--- src/rtl/clk_stop_pkg.sv ---
package clk_stop_pkg;
  localparam int NCH    = 8;
  localparam int NREQ   = 3;
  localparam int NROUTE = 6;

  localparam int CH_CPU0   = 0;
  localparam int CH_CPU1   = 1;
  localparam int CH_SHARED = 2;
  localparam int CH_SRC0   = 3;
  localparam int CH_SRC1   = 4;
  localparam int CH_SRC2   = 5;
  localparam int CH_PCI0   = 6;
  localparam int CH_PCIF   = 7;

  localparam logic [NCH-1:0] DIFF_MASK = 8'b0011_1111;

  localparam int RT_R1_SRC0   = 0;
  localparam int RT_R1_SRC1   = 1;
  localparam int RT_R2_SRC0   = 2;
  localparam int RT_R2_SRC2   = 3;
  localparam int RT_R3_SRC2   = 4;
  localparam int RT_R3_SHARED = 5;

  typedef enum logic [1:0] {
    GM_RUN     = 2'd0,
    GM_PARK_HI = 2'd1,
    GM_PARK_LO = 2'd2
  } gate_mode_e;

  typedef struct packed {
    logic [NCH-1:0] runReq;
    logic [NCH-1:0] parkHiReq;
  } gate_cmd_t;
endpackage

--- src/rtl/clk_stop_ctrl.sv ---
module clk_stop_ctrl
  import clk_stop_pkg::*;
#(
  parameter int SYNC_STAGES = 2
) (
  input  logic              clk,
  input  logic              rst_n,
  input  logic              cpuStopN,
  input  logic              pciSrcStopN,
  input  logic [NREQ-1:0]   clkReqN,
  input  logic              sharedIsCpu,
  input  logic [NCH-1:0]    outEnable,
  input  logic [NCH-1:0]    stopAllowed,
  input  logic [NROUTE-1:0] reqRoute,
  output gate_cmd_t         cmd
);
  localparam int NIN = 2 + NREQ;

  logic [NIN-1:0]  rawN;
  logic [NIN-1:0]  syncN;
  logic [NREQ-1:0] reqOn;
  logic [NCH-1:0]  reqHit;
  logic [NCH-1:0]  stopNow;
  logic            cpuStop;
  logic            srcStop;

  assign rawN = {clkReqN, pciSrcStopN, cpuStopN};

  for (genvar si = 0; si < NIN; si++) begin : g_sync
    logic [SYNC_STAGES-1:0] sr;
    always_ff @(posedge clk) begin
      if (!rst_n) sr <= '1;
      else        sr <= {sr[SYNC_STAGES-2:0], rawN[si]};
    end
    assign syncN[si] = sr[SYNC_STAGES-1];
  end

  always_comb begin
    cpuStop = ~syncN[0];
    srcStop = ~syncN[1];
    reqOn   = ~syncN[NIN-1:2];

    reqHit            = '0;
    reqHit[CH_SRC0]   = (reqRoute[RT_R1_SRC0] & reqOn[0]) | (reqRoute[RT_R2_SRC0] & reqOn[1]);
    reqHit[CH_SRC1]   = reqRoute[RT_R1_SRC1] & reqOn[0];
    reqHit[CH_SRC2]   = (reqRoute[RT_R2_SRC2] & reqOn[1]) | (reqRoute[RT_R3_SRC2] & reqOn[2]);
    reqHit[CH_SHARED] = ~sharedIsCpu & reqRoute[RT_R3_SHARED] & reqOn[2];

    for (int ch = 0; ch < NCH; ch++) begin
      logic inCpu;
      inCpu = (ch == CH_CPU0) || (ch == CH_CPU1) || ((ch == CH_SHARED) && sharedIsCpu);
      stopNow[ch]       = ((inCpu ? cpuStop : srcStop) & stopAllowed[ch]) | reqHit[ch];
      cmd.runReq[ch]    = outEnable[ch] & ~stopNow[ch];
      cmd.parkHiReq[ch] = outEnable[ch] & stopNow[ch];
    end
  end

  // a free-running enabled CPU channel is always asked to run
  p_free_cpu_r10: assert property (@(posedge clk) disable iff (!rst_n)
    (outEnable[CH_CPU0] && !stopAllowed[CH_CPU0]) |-> cmd.runReq[CH_CPU0]);

  // shared channel in CPU mode ignores requests and SRC stop
  p_shared_cpu_r9: assert property (@(posedge clk) disable iff (!rst_n)
    (sharedIsCpu && outEnable[CH_SHARED] && syncN[0]) |-> cmd.runReq[CH_SHARED]);

  // a routed, asserted request parks SRC0 high
  p_req_route_r8: assert property (@(posedge clk) disable iff (!rst_n)
    (reqRoute[RT_R1_SRC0] && reqOn[0] && outEnable[CH_SRC0]) |-> cmd.parkHiReq[CH_SRC0]);
endmodule

--- src/rtl/clk_stop_chan.sv ---
module clk_stop_chan
  import clk_stop_pkg::*;
#(
  parameter int DIV  = 4,
  parameter bit DIFF = 1'b1
) (
  input  logic clk,
  input  logic rst_n,
  input  logic runReq,
  input  logic parkHiReq,
  output logic outTrue,
  output logic outComp
);
  localparam int CW = (DIV > 1) ? $clog2(DIV) : 1;

  logic [CW-1:0] cnt;
  logic          ph;
  logic          atEdge;
  logic          newPh;
  logic          wantLvl;
  gate_mode_e    mode;
  gate_mode_e    modeWant;
  gate_mode_e    modeNxt;

  assign outTrue = (mode == GM_RUN) ? ph : (mode == GM_PARK_HI);
  assign outComp = DIFF && (mode == GM_RUN) && !ph;

  always_comb begin
    atEdge = (cnt == CW'(DIV - 1));
    newPh  = ~ph;
    if (runReq)                 modeWant = GM_RUN;
    else if (parkHiReq && DIFF) modeWant = GM_PARK_HI;
    else                        modeWant = GM_PARK_LO;
    case (modeWant)
      GM_RUN:     wantLvl = newPh;
      GM_PARK_HI: wantLvl = 1'b1;
      default:    wantLvl = 1'b0;
    endcase
    // switch only when the output completes a whole phase here
    modeNxt = mode;
    if ((wantLvl == newPh) && (outTrue == ph)) modeNxt = modeWant;
  end

  always_ff @(posedge clk) begin
    if (!rst_n) begin
      cnt  <= '0;
      ph   <= 1'b0;
      mode <= GM_PARK_LO;
    end else if (atEdge) begin
      cnt  <= '0;
      ph   <= newPh;
      mode <= modeNxt;
    end else begin
      cnt  <= cnt + 1'b1;
    end
  end

  // segment length tracking for the pulse-width property
  logic        prevOut;
  logic [15:0] segLen;
  always_ff @(posedge clk) begin
    if (!rst_n) begin
      prevOut <= 1'b0;
      segLen  <= '0;
    end else begin
      prevOut <= outTrue;
      if (outTrue != prevOut)  segLen <= 16'd1;
      else if (segLen != '1)   segLen <= segLen + 1'b1;
    end
  end

  // no level segment shorter than the channel divisor
  p_min_pulse_r3: assert property (@(posedge clk) disable iff (!rst_n)
    (outTrue != prevOut) |-> (segLen >= 16'(DIV)));

  // output moves only on the channel's own divider edge
  p_edge_only_r3: assert property (@(posedge clk) disable iff (!rst_n)
    (outTrue != $past(outTrue)) |-> $past(atEdge));

  // true and complement are never high together
  p_comp_excl_r2: assert property (@(posedge clk) disable iff (!rst_n)
    !(outTrue && outComp));
endmodule

--- src/rtl/clk_stop_dpath.sv ---
module clk_stop_dpath
  import clk_stop_pkg::*;
#(
  parameter int CPU_DIV    = 3,
  parameter int SHARED_DIV = 4,
  parameter int SRC_DIV    = 4,
  parameter int PCI_DIV    = 12
) (
  input  logic           clk,
  input  logic           rst_n,
  input  gate_cmd_t      cmd,
  output logic [NCH-1:0] clkTrue,
  output logic [NCH-1:0] clkComp
);
  for (genvar gi = 0; gi < NCH; gi++) begin : g_ch
    localparam int D = (gi == CH_CPU0 || gi == CH_CPU1) ? CPU_DIV :
                       (gi == CH_SHARED)                 ? SHARED_DIV :
                       (gi >= CH_PCI0)                   ? PCI_DIV : SRC_DIV;
    localparam bit IS_DIFF = DIFF_MASK[gi];

    clk_stop_chan #(.DIV(D), .DIFF(IS_DIFF)) chan_i (
      .clk       (clk),
      .rst_n     (rst_n),
      .runReq    (cmd.runReq[gi]),
      .parkHiReq (cmd.parkHiReq[gi]),
      .outTrue   (clkTrue[gi]),
      .outComp   (clkComp[gi])
    );
  end
endmodule

--- src/rtl/clk_stop_gen.sv ---
module clk_stop_gen
  import clk_stop_pkg::*;
#(
  parameter int CPU_DIV     = 3,
  parameter int SHARED_DIV  = 4,
  parameter int SRC_DIV     = 4,
  parameter int PCI_DIV     = 12,
  parameter int SYNC_STAGES = 2
) (
  input  logic              clk,
  input  logic              rst_n,
  input  logic              cpuStopN,
  input  logic              pciSrcStopN,
  input  logic [NREQ-1:0]   clkReqN,
  input  logic              sharedIsCpu,
  input  logic [NCH-1:0]    outEnable,
  input  logic [NCH-1:0]    stopAllowed,
  input  logic [NROUTE-1:0] reqRoute,
  output logic [NCH-1:0]    clkTrue,
  output logic [NCH-1:0]    clkComp
);
  gate_cmd_t cmd;

  clk_stop_ctrl #(.SYNC_STAGES(SYNC_STAGES)) ctrl_i (
    .clk         (clk),
    .rst_n       (rst_n),
    .cpuStopN    (cpuStopN),
    .pciSrcStopN (pciSrcStopN),
    .clkReqN     (clkReqN),
    .sharedIsCpu (sharedIsCpu),
    .outEnable   (outEnable),
    .stopAllowed (stopAllowed),
    .reqRoute    (reqRoute),
    .cmd         (cmd)
  );

  clk_stop_dpath #(
    .CPU_DIV(CPU_DIV), .SHARED_DIV(SHARED_DIV), .SRC_DIV(SRC_DIV), .PCI_DIV(PCI_DIV)
  ) dpath_i (
    .clk     (clk),
    .rst_n   (rst_n),
    .cmd     (cmd),
    .clkTrue (clkTrue),
    .clkComp (clkComp)
  );
endmodule

--- config.mk ---
export PLATFORM = sky130hd
export DESIGN_NAME = clk_stop_gen
export DESIGN_NICKNAME = d
export VERILOG_FILES = /design/src/rtl/clk_stop_pkg.sv /design/src/rtl/clk_stop_ctrl.sv /design/src/rtl/clk_stop_chan.sv /design/src/rtl/clk_stop_dpath.sv /design/src/rtl/clk_stop_gen.sv
export SDC_FILE = /design/constraint.sdc
export NUM_CORES = 1
export LEC_CHECK = 0
export ABC_AREA = 1
export BUFFER_PORTS_ARGS = -buffer_cell sky130_fd_sc_hd__buf_4
export CAP_MARGIN = 30
export CORE_MARGIN = 8
export CORE_UTILIZATION = 33
export CTS_CLUSTER_DIAMETER = 150
export CTS_CLUSTER_SIZE = 20
export DETAILED_ROUTE_END_ITERATION = 12
export SYNTH_ARGS = -nofsm -noshare
export SYNTH_HDL_FRONTEND = slang
export SYNTH_SLANG_ARGS = --single-unit
--- constraint.sdc ---
create_clock -name clk -period 0.9 [get_ports clk]
set_input_delay 0.09 -clock clk [delete_from_list [all_inputs] [get_ports clk]]
set_output_delay 0.09 -clock clk [all_outputs]
set_load 0.02 [all_outputs]
### Word level (Yosys, flattened, before mapping)

Index checks and enable logic that the tools add are counted.

| storage, ports and cells | value |
|---|---|
| register bits | 54 |
| bits in latches | 0 |
| bits in writable memories | 0 |
| bits in read-only memories | 0 |
| input port bits | 30 |
| output and inout port bits | 16 |
| word-level logic and storage cells | 216 |
| memories kept | 0 |

| cells by class | value |
|---|---|
| add/subtract/negate cells | 8 |
| $mul | 0 |
| div/mod/pow operators | 0 |
| order comparisons | 0 |
| equal/unequal tests | 40 |
| shifts and indexed selects | 0 |
| muxes and demuxes | 31 |
| bitwise logic cells | 56 |
| reductions and logical operators | 52 |

Operators with widths:

| operator | number |
|---|---|
| $eq A2 B1 Y1 const B | 16 |
| $logic_not A2 Y1 | 16 |
| $and A1 B1 Y1 | 29 |
| $mux W2 | 14 |
| $not A1 Y1 | 20 |
| $eq A1 B1 Y1 | 16 |
| $pmux W1 S2 | 8 |
| $reduce_and A2 Y1 | 8 |
| $reduce_or A2 Y1 | 8 |
| $logic_and A1 B1 Y1 | 14 |
| $add A2 B1 Y2 const B | 6 |
| $eq A2 B2 Y1 const B | 6 |
| $mux W1 | 9 |
| $add A4 B1 Y4 const B | 2 |
| $eq A4 B4 Y1 const B | 2 |
| $logic_not A1 Y1 | 6 |
| $or A1 B1 Y1 | 6 |
| $not A3 Y3 | 1 |

### Depth between registers and ports, before layout

Gate-level depths: netlist (run 1).

| logic depth | value |
|---|---|
| depth in word-level cells | 12 |
| mapped depth | 11 |

### Hierarchy

From an unflattened synthesis (run 1), not the netlist that was laid out.

| second synthesis, totals | value |
|---|---|
| cell total of the unflattened synthesis | 339 |
| area, all modules | 2,471.1 um^2 |

By module, submodules not included:

| module | instances | cells an instance | area an instance (um^2) | sequential area each (um^2) |
|---|---|---|---|---|
| clk_stop_chan (dpath_i.g_ch[2].chan_i ...) | 4 | 31 | 236.5 | 100.1 |
| clk_stop_chan (dpath_i.g_ch[6].chan_i ...) | 2 | 34 | 266.5 | 120.1 |
| clk_stop_ctrl | 1 | 83 | 516.7 | 200.2 |
| clk_stop_chan (dpath_i.g_ch[0].chan_i ...) | 2 | 32 | 237.7 | 100.1 |

### Least setup slack after synthesis (run 1)

OpenSTA, ideal clock, no wires.

| timing path | value |
|---|---|
| kind | flip-flop to flip-flop |
| start | register dpath_i.g_ch[4].chan_i.cnt[0] |
| end | register dpath_i.g_ch[4].chan_i.mode[1] |
| arrival time | 0.919 ns |
| data required time | 0.777 ns |
| setup slack | -0.142 ns |
| cell stages (with the launch flop) | 7 |
| buffers on the path | 0 |
| cell sequence | dfxtp_1 -> ha_1 -> nand2_1 -> nand2_1 -> nand2_1 -> a21oi_1 -> o21ai_0 |

| between the ends | value |
|---|---|
| word-level cells in the longest chain between the ends | 2 |

Ends and longest elaborated chain:

| what | line | RTL |
|---|---|---|
| start, declared | clk_stop_chan.sv:16 | `logic [CW-1:0] cnt;` |
| start signal, assigned | clk_stop_chan.sv:54 | `cnt <= cnt + 1'b1;` |
| $eq A2 B2 Y1 | clk_stop_chan.sv:29 | `atEdge = (cnt == CW'(DIV - 1));` |
| $reduce_and A2 Y1 (no line) | n/a |  |
| end signal, assigned | clk_stop_chan.sv:52 | `mode <= modeNxt;` |
| end, declared | clk_stop_chan.sv:21 | `gate_mode_e mode;` |

No other way between the ends.
A chain may end at the register's enable or synchronous reset.

### Worst setup path in the final report (run 1)

| timing path | value |
|---|---|
| start | register dpath_i.g_ch[4].chan_i.ph |
| end | output clkComp[4] |

| between the ends | value |
|---|---|
| word-level cells in the longest chain between the ends | 2 |

Ends and longest elaborated chain:

| what | line | RTL |
|---|---|---|
| start, declared | clk_stop_chan.sv:17 | `logic ph;` |
| start signal, assigned | clk_stop_chan.sv:51 | `ph <= newPh;` |
| $logic_not A1 Y1 | clk_stop_chan.sv:26 | `assign outComp = DIFF && (mode == GM_RUN) && !ph;` |
| $logic_and A1 B1 Y1 | clk_stop_chan.sv:26 |  |
| end, declared | clk_stop_gen.sv:20 | `output logic [NCH-1:0] clkComp` |

No other way between the ends.

==> impl_metrics.csv, run 1 <==
group,metric,value,unit
global_routing,grt_start_max_net_pins,27,
cells_and_area,regArea,1100,sq um
run_status,violations,"setup timing",
routing,remaining_drc_errors,0,
cells_and_area,multi_input_area,1400,sq um
setup_path,crit_fanout,3,
worst_hold_path,min_to,"dpath_i.g_ch[7].chan_i.mode[1]",
clocking,insertion_delay,0.32,ns
power_and_ir_drop,power_frac_clock,26.7,%
floorplan,die_h,99.2,microns
routing,viasPerCell,4.52,
global_routing,grt_pass1_wl,9100,microns
global_routing,grtUsageTotal,11.1,%
cells_and_area,diodes,0,
placement,gp_congestion,0.766,
setup_path,worstSetupEndpointType,"output port",
setup_path,cp_slowest_cell,"dfxtp_2",
setup_path,critPathRequiredTime,0.81,ns
routing,met2RoutedLength,3020,microns
sta,post-route-period-util,134,%
clocking,cts_tree,"yes",
worst_hold_path,hold_depth,4,
placement,port_buffers,43,
routing,drt-initial-drc-count,95,
logic_synthesis,yosys_warnings,0,
routing,wl_met1,2340,microns
routing,dr_wl_met3,269,microns
routing,wire_per_inst,11.9,microns
job,max_cap_viol_count,0,
floorplan,die_w,99.2,microns
run_status,status,"complete, but fails checks",
routing,routed-via-count,2161,
setup_path,reg2reg_from,"dpath_i.g_ch[1].chan_i.mode[0]",
power_and_ir_drop,sw_frac_of_total,28.8,%
floorplan,dieArea,9840,sq um
sta,finClkSkew,0.0176,ns
clocking,numCtsBuffers,5,
power_and_ir_drop,pwr-share-seq,50.1,%
clocking,clk_path_buf_depth,2,
worst_hold_path,hold_path.class,"in -> reg",
sta,hold_viol_final,0,
setup_path,criticalPathCategory,"reg -> out",
placement,dp_slack,-0.221,ns
power_and_ir_drop,combPwrFrac,23.2,%
clocking,htreeDepth,2,
logic_synthesis,synthTopCellsByArea,"dfxtp_1, nand2_1, inv_1",
power_and_ir_drop,p_sw,1.53,mW
logic_synthesis,yosysTopAreaCell,"dfxtp_1",
cells_and_area,drive_gt1_share,65.8,%
sta,finalSetupTns,-6.63,ns
floorplan,boundaryPins,46,
setup_path,r2r_setup_slack,-0.27,ns
sta,finalCriticalPeriod,1.21,ns
sta,holdWs,0.0446,ns
setup_path,cp-start-kind,"register",
global_routing,grt_pass1_vias,2169,
setup_path,cp.arrival,1.12,ns
logic_synthesis,ys_ff_latch,52,
sta,drv_slew,0,
placement,place_hpwl,3720,microns
cells_and_area,final_cells,478,
global_routing,overflow,0,
floorplan,core_area,6760,sq um
placement,dp.cells,442,
setup_path,r2r-end,"dpath_i.g_ch[1].chan_i.mode[0]",
worst_hold_path,min_from,"outEnable[7]",
power_and_ir_drop,power.density,1370,nW/um^2
setup_path,path_common_cell,"buf_6",
clocking,path_clk_slew,0.10,ns
sta,grt_setup_unrepaired,"yes",
setup_path,critPathMaxStageDelay,0.35,ns
logic_synthesis,synth_cells,301,
logic_synthesis,ys_seq_area_share,45.6,%
clocking,cts.sinks,52,
logic_synthesis,netlist.area_leader.share,45.6,%
cells_and_area,nFillCells,592,
setup_path,reg2regPathDepth,8,
routing,dr.pass1.iters,4,
global_routing,antenna_found_initial,0,
floorplan,initial_core_util,33.8,%
floorplan,row_count,30,
power_and_ir_drop,p_leak,1.73,nW
routing,routed_wl,5710,microns
logic_synthesis,synth_cell_types,26,
setup_path,cp_cell_sequence,"buf_6 -> nor3_4 -> buf_6",
clocking,root_buffer,"clkbuf_8",
routing,ant_nets,0,
sta,setup_viol,36,
cells_and_area,nets,435,
logic_synthesis,syn_area,2280,sq um
routing,highest_layer,"met4",
sta,fmax,827,MHz
power_and_ir_drop,ir_drop,0.667,mV
logic_synthesis,syn_avg_cell_area,7.59,sq um
cells_and_area,area_growth,69.2,%
sta,fin_ws,-0.310,ns
power_and_ir_drop,internal_power,3.77,mW
-- power by group through the flow --
stage / sequential, mW / combinational (mW) / clock, mW
floorplan: 2.65 / 0.476 / 0
global route: 2.68 / 1.34 / 1.56
finish: 2.66 / 1.23 / 1.42
CTS: 2.63 / 1.01 / 1.47
global placement: 2.66 / 0.763 / 0
detailed placement: 2.67 / 0.788 / 0
-- final cells by class --
class                      count  area share, %
clock inverter                 3          0.648
inverter                      44           4.54
timing repair buffer         109           25.6
sequential                    52           28.5
multi-input combinational    185           36.3
tap                           80           2.59
clock buffer                   5           1.78
-- flip-flops by register name, summed over array words and instances, names as in the netlist --
name / flops
dpath_i.g_ch.chan_i.cnt: 20
ctrl_i.g_sync.sr: 10
dpath_i.g_ch.chan_i.mode: 14
dpath_i.g_ch.chan_i.ph: 8
-- Yosys cell counts --
cell type	count
a21oi_1	16
and3_1	4
buf_2	4
buf_4	16
clkbuf_1	1
conb_1	1
dfxtp_1	52
ha_1	8
inv_1	43
inv_2	1
nand2_1	65
nand2_2	2
nand3_1	18
nand3b_1	2
nand4_1	2
nor2_1	21
nor3_1	14
o211ai_1	1
o21a_1	2
o21ai_0	7
o21ai_1	2
o21ai_2	2
o21bai_1	2
or2_2	12
xnor2_1	2
xor2_1	1
-- critical path: cells and delay by family (launching register included) --
kind                   cells  cell delay [ns]
DFF                        1             0.35
buffers and inverters      2             0.26
and+or+nand+nor            1             0.19
-- timing repair --
item | 4_1_cts | 5_1_grt
pin swaps | 40 | 37
hold endpoints to repair | 8 | 0
setup buffers | 16 | 6
hold buffers | 8 | 0
setup endpoints to repair | 44 | 52
resized for setup | 107 | 82
-- through the flow --
stage               util [%]  cell area (sq um)  power [mW]
finish                  57.2               3860        5.30
global route            57.2               3860        5.58
CTS                     52.3               3530        5.11
detailed placement      43.6               2950        3.45
global placement        43.6               2950        3.42
floorplan                  -               2370        3.13
-- per-layer routing --
| metal | GRT usage [%] | vias up |
|---|---|---|
| met5 | 0 | - |
| met4 | 3.96 | 0 |
| met3 | 3.49 | 9 |
| met2 | 20.2 | 37 |
| met1 | 11.8 | 994 |
| li1 | - | 1121 |
-- logic make-up after synthesis --
family,after synthesis,synth area share (%)
simple gates,140,27.3
buf+inv,65,13.5
flops,52,45.6
compound gates,32,7.89
fa+ha+maj,8,4.38
xor+xnor,3,1.15
other cells,1,0.164
-- cells in the final DEF, fill, tap and decap left out, types with 6 or more instances in the layout --
master / instances
dfxtp_1: 16
dlygate4sd3_1: 8
or2_2: 10
nand3_1: 8
nor3_2: 7
inv_1: 21
ha_4: 8
inv_2: 20
dfxtp_4: 6
nand3_2: 9
a21oi_2: 11
nand2_1: 43
nand2_2: 20
buf_4: 63
dfxtp_2: 30
nor2_1: 14
buf_6: 37
-- worst max-delay path by stage --
stage | start | endpoint | slack, ns | cells past startpoint
after CTS | dpath_i.g_ch[2].chan_i.ph | clkComp[2] | -0.33 | 3
after detailed placement | ctrl_i.g_sync[0].sr[1] | dpath_i.g_ch[2].chan_i.mode[0] | -0.22 | 10
after global routing | dpath_i.g_ch[4].chan_i.ph | clkComp[4] | -0.37 | 3
after floorplan | dpath_i.g_ch[4].chan_i.ph | dpath_i.g_ch[4].chan_i.mode[1] | -0.09 | 6
final | dpath_i.g_ch[4].chan_i.ph | clkComp[4] | -0.31 | 3
after global placement | ctrl_i.g_sync[0].sr[1] | dpath_i.g_ch[2].chan_i.mode[0] | -0.21 | 10
Note: power is estimated with default switching activity, not from simulation.
==> run 2, diff against run 1 <==
CORE_UTILIZATION = 35   (was 33)
==> run 2 against run 1 <==
  * The flow still finishes with violations (setup timing)
  * Core utilization increased by 2.9 points
  * Setup slack gained 0.017 ns
  * Non-clock buffer count fell by 2
  * Cell count fell by 1.0%
  * Sequential power barely moved
  * Design area is 1.8% lower
  * Via count fell by 1.2%
  * First-iteration DRC count decreased by 61%
  * Largest cell class unchanged
  * Largest power group unchanged
==> impl_metrics.csv, run 2 (same netlist as run 1, synthesis figures left out) <==
group,metric,value,unit
run_status,status,"complete, but fails checks",
run_status,violations,"setup timing",
global_routing,grt_pass1_vias,2150,
sta,hold_viol_final,0,
global_routing,overflow,0,
placement,dp.cells,434,
routing,wire_per_inst,11.6,microns
clocking,clk_path_buf_depth,2,
sta,setup_viol,34,
worst_hold_path,hold_path.class,"in -> reg",
global_routing,antenna_found_initial,0,
setup_path,critPathRequiredTime,1.10,ns
cells_and_area,layout_common_cells,"buf_4, nand2_1, buf_6",
setup_path,path_delay_family,"flip-flops",
cells_and_area,multi_input_area,1360,sq um
floorplan,core_area,6310,sq um
floorplan,boundaryPins,46,
cells_and_area,largest_reg_flops,20,
setup_path,worstSetupEndpointType,"register",
power_and_ir_drop,power.density,1420,nW/um^2
setup_path,crit_fanout,4,
sta,fmax,839,MHz
cells_and_area,final_cells,473,
clocking,cts_tree,"yes",
clocking,cts.sinks,52,
setup_path,r2r_setup_slack,-0.29,ns
cells_and_area,nFillCells,550,
routing,drt-initial-drc-count,37,
cells_and_area,diodes,0,
cells_and_area,nets,433,
sta,finalSetupTns,-6.26,ns
sta,grt_setup_unrepaired,"yes",
global_routing,grt_start_max_net_pins,23,
clocking,numCtsBuffers,5,
worst_hold_path,min_from,"outEnable[7]",
sta,post-route-period-util,132,%
floorplan,row_count,29,
floorplan,initial_core_util,36.2,%
placement,gp_congestion,0.792,
sta,finalCriticalPeriod,1.19,ns
setup_path,reg2reg_from,"dpath_i.g_ch[1].chan_i.ph",
setup_path,reg2regPathDepth,8,
setup_path,critPathMaxStageDelay,0.37,ns
worst_hold_path,min_to,"dpath_i.g_ch[7].chan_i.mode[1]",
cells_and_area,area_growth,66.1,%
job,max_cap_viol_count,0,
routing,ant_nets,0,
cells_and_area,layout_commonest_cell,"buf_4",
routing,remaining_drc_errors,0,
global_routing,grt_pass1_wl,9210,microns
clocking,root_buffer,"clkbuf_8",
setup_path,cp_cell_sequence,"o21ai_4 -> buf_6 -> nand3b_1 -> nand2_1 -> nand2_2 -> nand2_1 -> o21a_1 -> nor2_1",
setup_path,cp_slowest_cell,"dfxtp_4",
floorplan,die_h,96.8,microns
sta,fin_ws,-0.292,ns
floorplan,die_w,96.8,microns
clocking,htreeDepth,2,
sta,drv_slew,0,
global_routing,grtUsageTotal,11.5,%
placement,port_buffers,43,
power_and_ir_drop,total_power,5.40,mW
setup_path,r2r-end,"dpath_i.g_ch[1].chan_i.mode[0]",
routing,viasPerCell,4.52,
routing,routed_wl,5490,microns
floorplan,dieArea,9360,sq um
setup_path,cp.arrival,1.39,ns
routing,dr.pass1.iters,4,
placement,dp_slack,-0.238,ns
cells_and_area,drive_gt1_share,63.1,%
clocking,insertion_delay,0.30,ns
worst_hold_path,hold_depth,4,
setup_path,critPathBufInv,1,
cells_and_area,largestRegisters,"dpath_i.g_ch.chan_i.cnt x20, dpath_i.g_ch.chan_i.mode x14, ctrl_i.g_sync.sr x10",
clocking,path_clk_slew,0.10,ns
routing,routed-via-count,2136,
setup_path,path_common_cell,"nand2_1",
sta,finClkSkew,0.00862,ns
power_and_ir_drop,p_leak,1.70,nW
setup_path,cp-start-kind,"register",
power_and_ir_drop,ir_drop,0.939,mV
cells_and_area,regArea,1090,sq um
sta,holdWs,0.0589,ns
placement,place_hpwl,3760,microns
setup_path,criticalPathCategory,"reg -> reg",
cells_and_area,regMostFlops,"dpath_i.g_ch.chan_i.cnt",
==> run 2: repair_timing <==
| action | CTS | global route |
|---|---|---|
| hold buffers | 8 | 0 |
| endpoints found under the hold margin | 8 | 0 |
| setup endpoints to repair | 43 | 50 |
| setup buffers | 20 | 5 |
| gates resized for setup | 90 | 80 |
| pin swaps | 31 | 36 |
==> run 2: where the power goes <==
part           switching [mW]  leakage, nW  internal [mW]
Clock                   0.756       0.0541          0.824
Combinational           0.516         1.21          0.657
Sequential              0.140        0.434           2.50
Total                    1.41         1.70           3.99
==> run 2: how the worst max path moves through the flow <==
stage	from	to	cells after the start
finish	dpath_i.g_ch[1].chan_i.ph	dpath_i.g_ch[1].chan_i.mode[0]	8
global route	dpath_i.g_ch[1].chan_i.ph	dpath_i.g_ch[1].chan_i.mode[0]	8
CTS	dpath_i.g_ch[3].chan_i.ph	clkComp[3]	3
detailed placement	ctrl_i.g_sync[0].sr[1]	dpath_i.g_ch[2].chan_i.mode[0]	10
global placement	ctrl_i.g_sync[0].sr[1]	dpath_i.g_ch[2].chan_i.mode[0]	10
floorplan	dpath_i.g_ch[4].chan_i.ph	dpath_i.g_ch[4].chan_i.mode[1]	6
==> run 2: through the flow <==
| stage | util [%] | area [sq um] |
|---|---|---|
| 6_report | 60.1 | 3790 |
| 5_1_grt | 60.1 | 3790 |
| 4_1_cts | 55.6 | 3510 |
| 3_5_place_dp | 46.0 | 2900 |
| 3_3_place_gp | 46.0 | 2900 |
| 2_1_floorplan | - | 2370 |
==> run 2: cell type report <==
type / count / share of cell area, %
Clock inverter: 3 / 1.12
Clock buffer: 5 / 1.81
Tap cell: 77 / 2.54
Multi-Input combinational cell: 185 / 35.9
Sequential cell: 52 / 28.8
Inverter: 44 / 4.62
Timing Repair Buffer: 107 / 25.2
==> run 2: layer usage <==
layer  routed length, microns  part of all wire, %  global-route usage (%)
met1                     2250                   41                    12.1
met2                     2980                   54                    21.5
met3                      230                  4.2                    3.34
met4                       36                 0.66                    3.67
met5                        0                    0                       0
==> run 2: worst min-delay path, cell delays in order <==
cell and delay (ns):
buf_4 0.08, a21oi_2 0.04, o21ai_1 0.06, nand2_1 0.05
==> run 3, diff against run 2 <==
CORE_ASPECT_RATIO = 0.6   (was default)
REMOVE_ABC_BUFFERS = 1   (was default)
==> run 3 against run 2 <==
  * The run still ends with setup timing left
  * Hold slack got worse by 0.0085 ns
  * Sequential share of layout area barely moved
  * Largest power group unchanged
  * Critical path type is now reg -> out
  * Clock skew about the same
  * Highest routed layer unchanged
==> impl_metrics.csv, run 3 (same netlist as run 1, synthesis figures left out) <==
group,metric,value,unit
cells_and_area,nets,437,
floorplan,boundaryPins,46,
placement,port_buffers,43,
power_and_ir_drop,combPwrFrac,23.9,%
cells_and_area,drive_gt1_share,66.9,%
cells_and_area,largestRegisters,"dpath_i.g_ch.chan_i.cnt x20, dpath_i.g_ch.chan_i.mode x14, ctrl_i.g_sync.sr x10",
sta,grt_setup_unrepaired,"yes",
routing,wire_per_inst,12.7,microns
routing,dr.pass1.iters,4,
global_routing,grt_pass1_vias,2182,
sta,fmax,829,MHz
setup_path,cp-start-kind,"register",
setup_path,crit_fanout,2,
cells_and_area,area_growth,68.3,%
run_status,status,"complete, but fails checks",
clocking,htreeDepth,2,
power_and_ir_drop,pwr-share-seq,51.7,%
cells_and_area,regMostFlops,"dpath_i.g_ch.chan_i.cnt",
global_routing,antenna_found_initial,0,
setup_path,critPathRequiredTime,0.81,ns
routing,ant_nets,0,
power_and_ir_drop,power.density,1340,nW/um^2
worst_hold_path,hold_path.class,"in -> reg",
run_status,violations,"setup timing",
power_and_ir_drop,ir_drop,0.728,mV
worst_hold_path,hold_depth,4,
placement,gp_congestion,0.776,
clocking,root_buffer,"clkbuf_8",
routing,drt-initial-drc-count,88,
sta,hold_viol_final,0,
power_and_ir_drop,power_frac_clock,24.4,%
clocking,clk_path_buf_depth,2,
setup_path,worstSetupEndpointType,"output port",
clocking,insertion_delay,0.30,ns
global_routing,grtUsageTotal,12.5,%
job,max_cap_viol_count,0,
global_routing,grt_pass1_wl,9720,microns
routing,routed-via-count,2139,
cells_and_area,layout_common_cells,"buf_4, buf_6, nand2_1",
clocking,path_clk_slew,0.09,ns
floorplan,die_h,78.6,microns
cells_and_area,layout_commonest_cell,"buf_4",
setup_path,r2r_setup_slack,-0.27,ns
sta,post-route-period-util,134,%
cells_and_area,final_cells,483,
routing,viasPerCell,4.43,
worst_hold_path,min_from,"outEnable[7]",
worst_hold_path,min_to,"dpath_i.g_ch[7].chan_i.mode[1]",
clocking,numCtsBuffers,5,
power_and_ir_drop,total_power,5.14,mW
setup_path,reg2regPathDepth,7,
setup_path,reg2reg_from,"dpath_i.g_ch[0].chan_i.ph",
placement,placed_area,2860,sq um
global_routing,grt_start_max_net_pins,22,
floorplan,initial_core_util,36.7,%
power_and_ir_drop,sw_frac_of_total,27.5,%
sta,finalCriticalPeriod,1.21,ns
floorplan,dieArea,9450,sq um
global_routing,overflow,0,
cells_and_area,diodes,0,
power_and_ir_drop,p_leak,1.72,nW
placement,dp.cells,445,
clocking,cts_tree,"yes",
sta,setup_viol,35,
setup_path,r2r-end,"dpath_i.g_ch[0].chan_i.mode[1]",
floorplan,die_w,120,microns
cells_and_area,largest_reg_flops,20,
setup_path,criticalPathCategory,"reg -> out",
floorplan,core_area,6220,sq um
power_and_ir_drop,internal_power,3.73,mW
placement,place_hpwl,3760,microns
sta,drv_slew,0,
routing,routed_wl,6140,microns
setup_path,cp.arrival,1.12,ns
cells_and_area,fin_area,3840,sq um
clocking,cts.sinks,52,
power_and_ir_drop,p_sw,1.41,mW
sta,fin_ws,-0.307,ns
floorplan,row_count,22,
routing,remaining_drc_errors,0,
sta,finClkSkew,0.00859,ns
run 3: worst max-delay path, stage by stage (launching register included):
cell     delay (ns)
dfxtp_4        0.37
buf_6          0.12
nor3_4         0.19
buf_6          0.14
run 3: per-stage QoR:
step                util, %  setup TNS, ns  hold slack (ns)  setup WS, ns
floorplan                 -          -1.47            0.174        -0.152
global placement       46.0          -2.77            0.283        -0.192
detailed placement     46.0          -3.31            0.281        -0.214
CTS                    56.3          -6.27           0.0495        -0.280
global route           61.8          -8.63           0.0950        -0.353
finish                 61.8          -6.47           0.0504        -0.307
run 3: repair_timing:
item / in CTS / in global routing
hold buffers: 8 / 0
pin swaps: 41 / 54
endpoints found under the hold margin: 8 / 0
resized for setup: 123 / 94
setup buffers: 20 / 6
setup endpoints to repair: 51 / 53
run 3: worst max path at each step:
stage / start / endpoint / slack, ns
floorplan: dpath_i.g_ch[4].chan_i.cnt[0] / dpath_i.g_ch[4].chan_i.mode[1] / -0.15
global placement: ctrl_i.g_sync[0].sr[1] / dpath_i.g_ch[2].chan_i.mode[0] / -0.19
detailed placement: dpath_i.g_ch[7].chan_i.cnt[0] / dpath_i.g_ch[7].chan_i.mode[1] / -0.21
CTS: dpath_i.g_ch[5].chan_i.ph / clkComp[5] / -0.28
global route: dpath_i.g_ch[5].chan_i.ph / dpath_i.g_ch[5].chan_i.mode[0] / -0.35
finish: dpath_i.g_ch[5].chan_i.mode[0] / clkComp[5] / -0.31
run 3: layer usage:
| layer | share of wire, % | global-route usage, % | vias to the layer above | wire, microns |
|---|---|---|---|---|
| li1 | - | - | 1125 | - |
| met1 | 45 | 15.1 | 973 | 2740 |
| met2 | 49 | 21.0 | 31 | 3040 |
| met3 | 4.8 | 3.79 | 10 | 294 |
| met4 | 1.1 | 4.09 | 0 | 68 |
| met5 | 0 | 0 | - | 0 |
run 3: cell type report:
| class | instances | area [sq um] |
|---|---|---|
| inverters | 44 | 173 |
| multi-input cells | 185 | 1380 |
| clock inverters | 1 | 5.00 |
| repair buffers | 111 | 1000 |
| flip-flops and latches | 52 | 1110 |
| fillers | 543 | 2380 |
| clock buffers | 6 | 72.6 |
| well taps | 84 | 105 |
run 3: power groups by stage:
stage / logic (mW) / registers [mW] / clock network (mW)
after floorplan: 0.408 / 2.62 / 0
after global routing: 1.35 / 2.68 / 1.39
final: 1.23 / 2.66 / 1.26
after global placement: 0.749 / 2.63 / 0
after detailed placement: 0.766 / 2.63 / 0
after CTS: 1.02 / 2.63 / 1.28
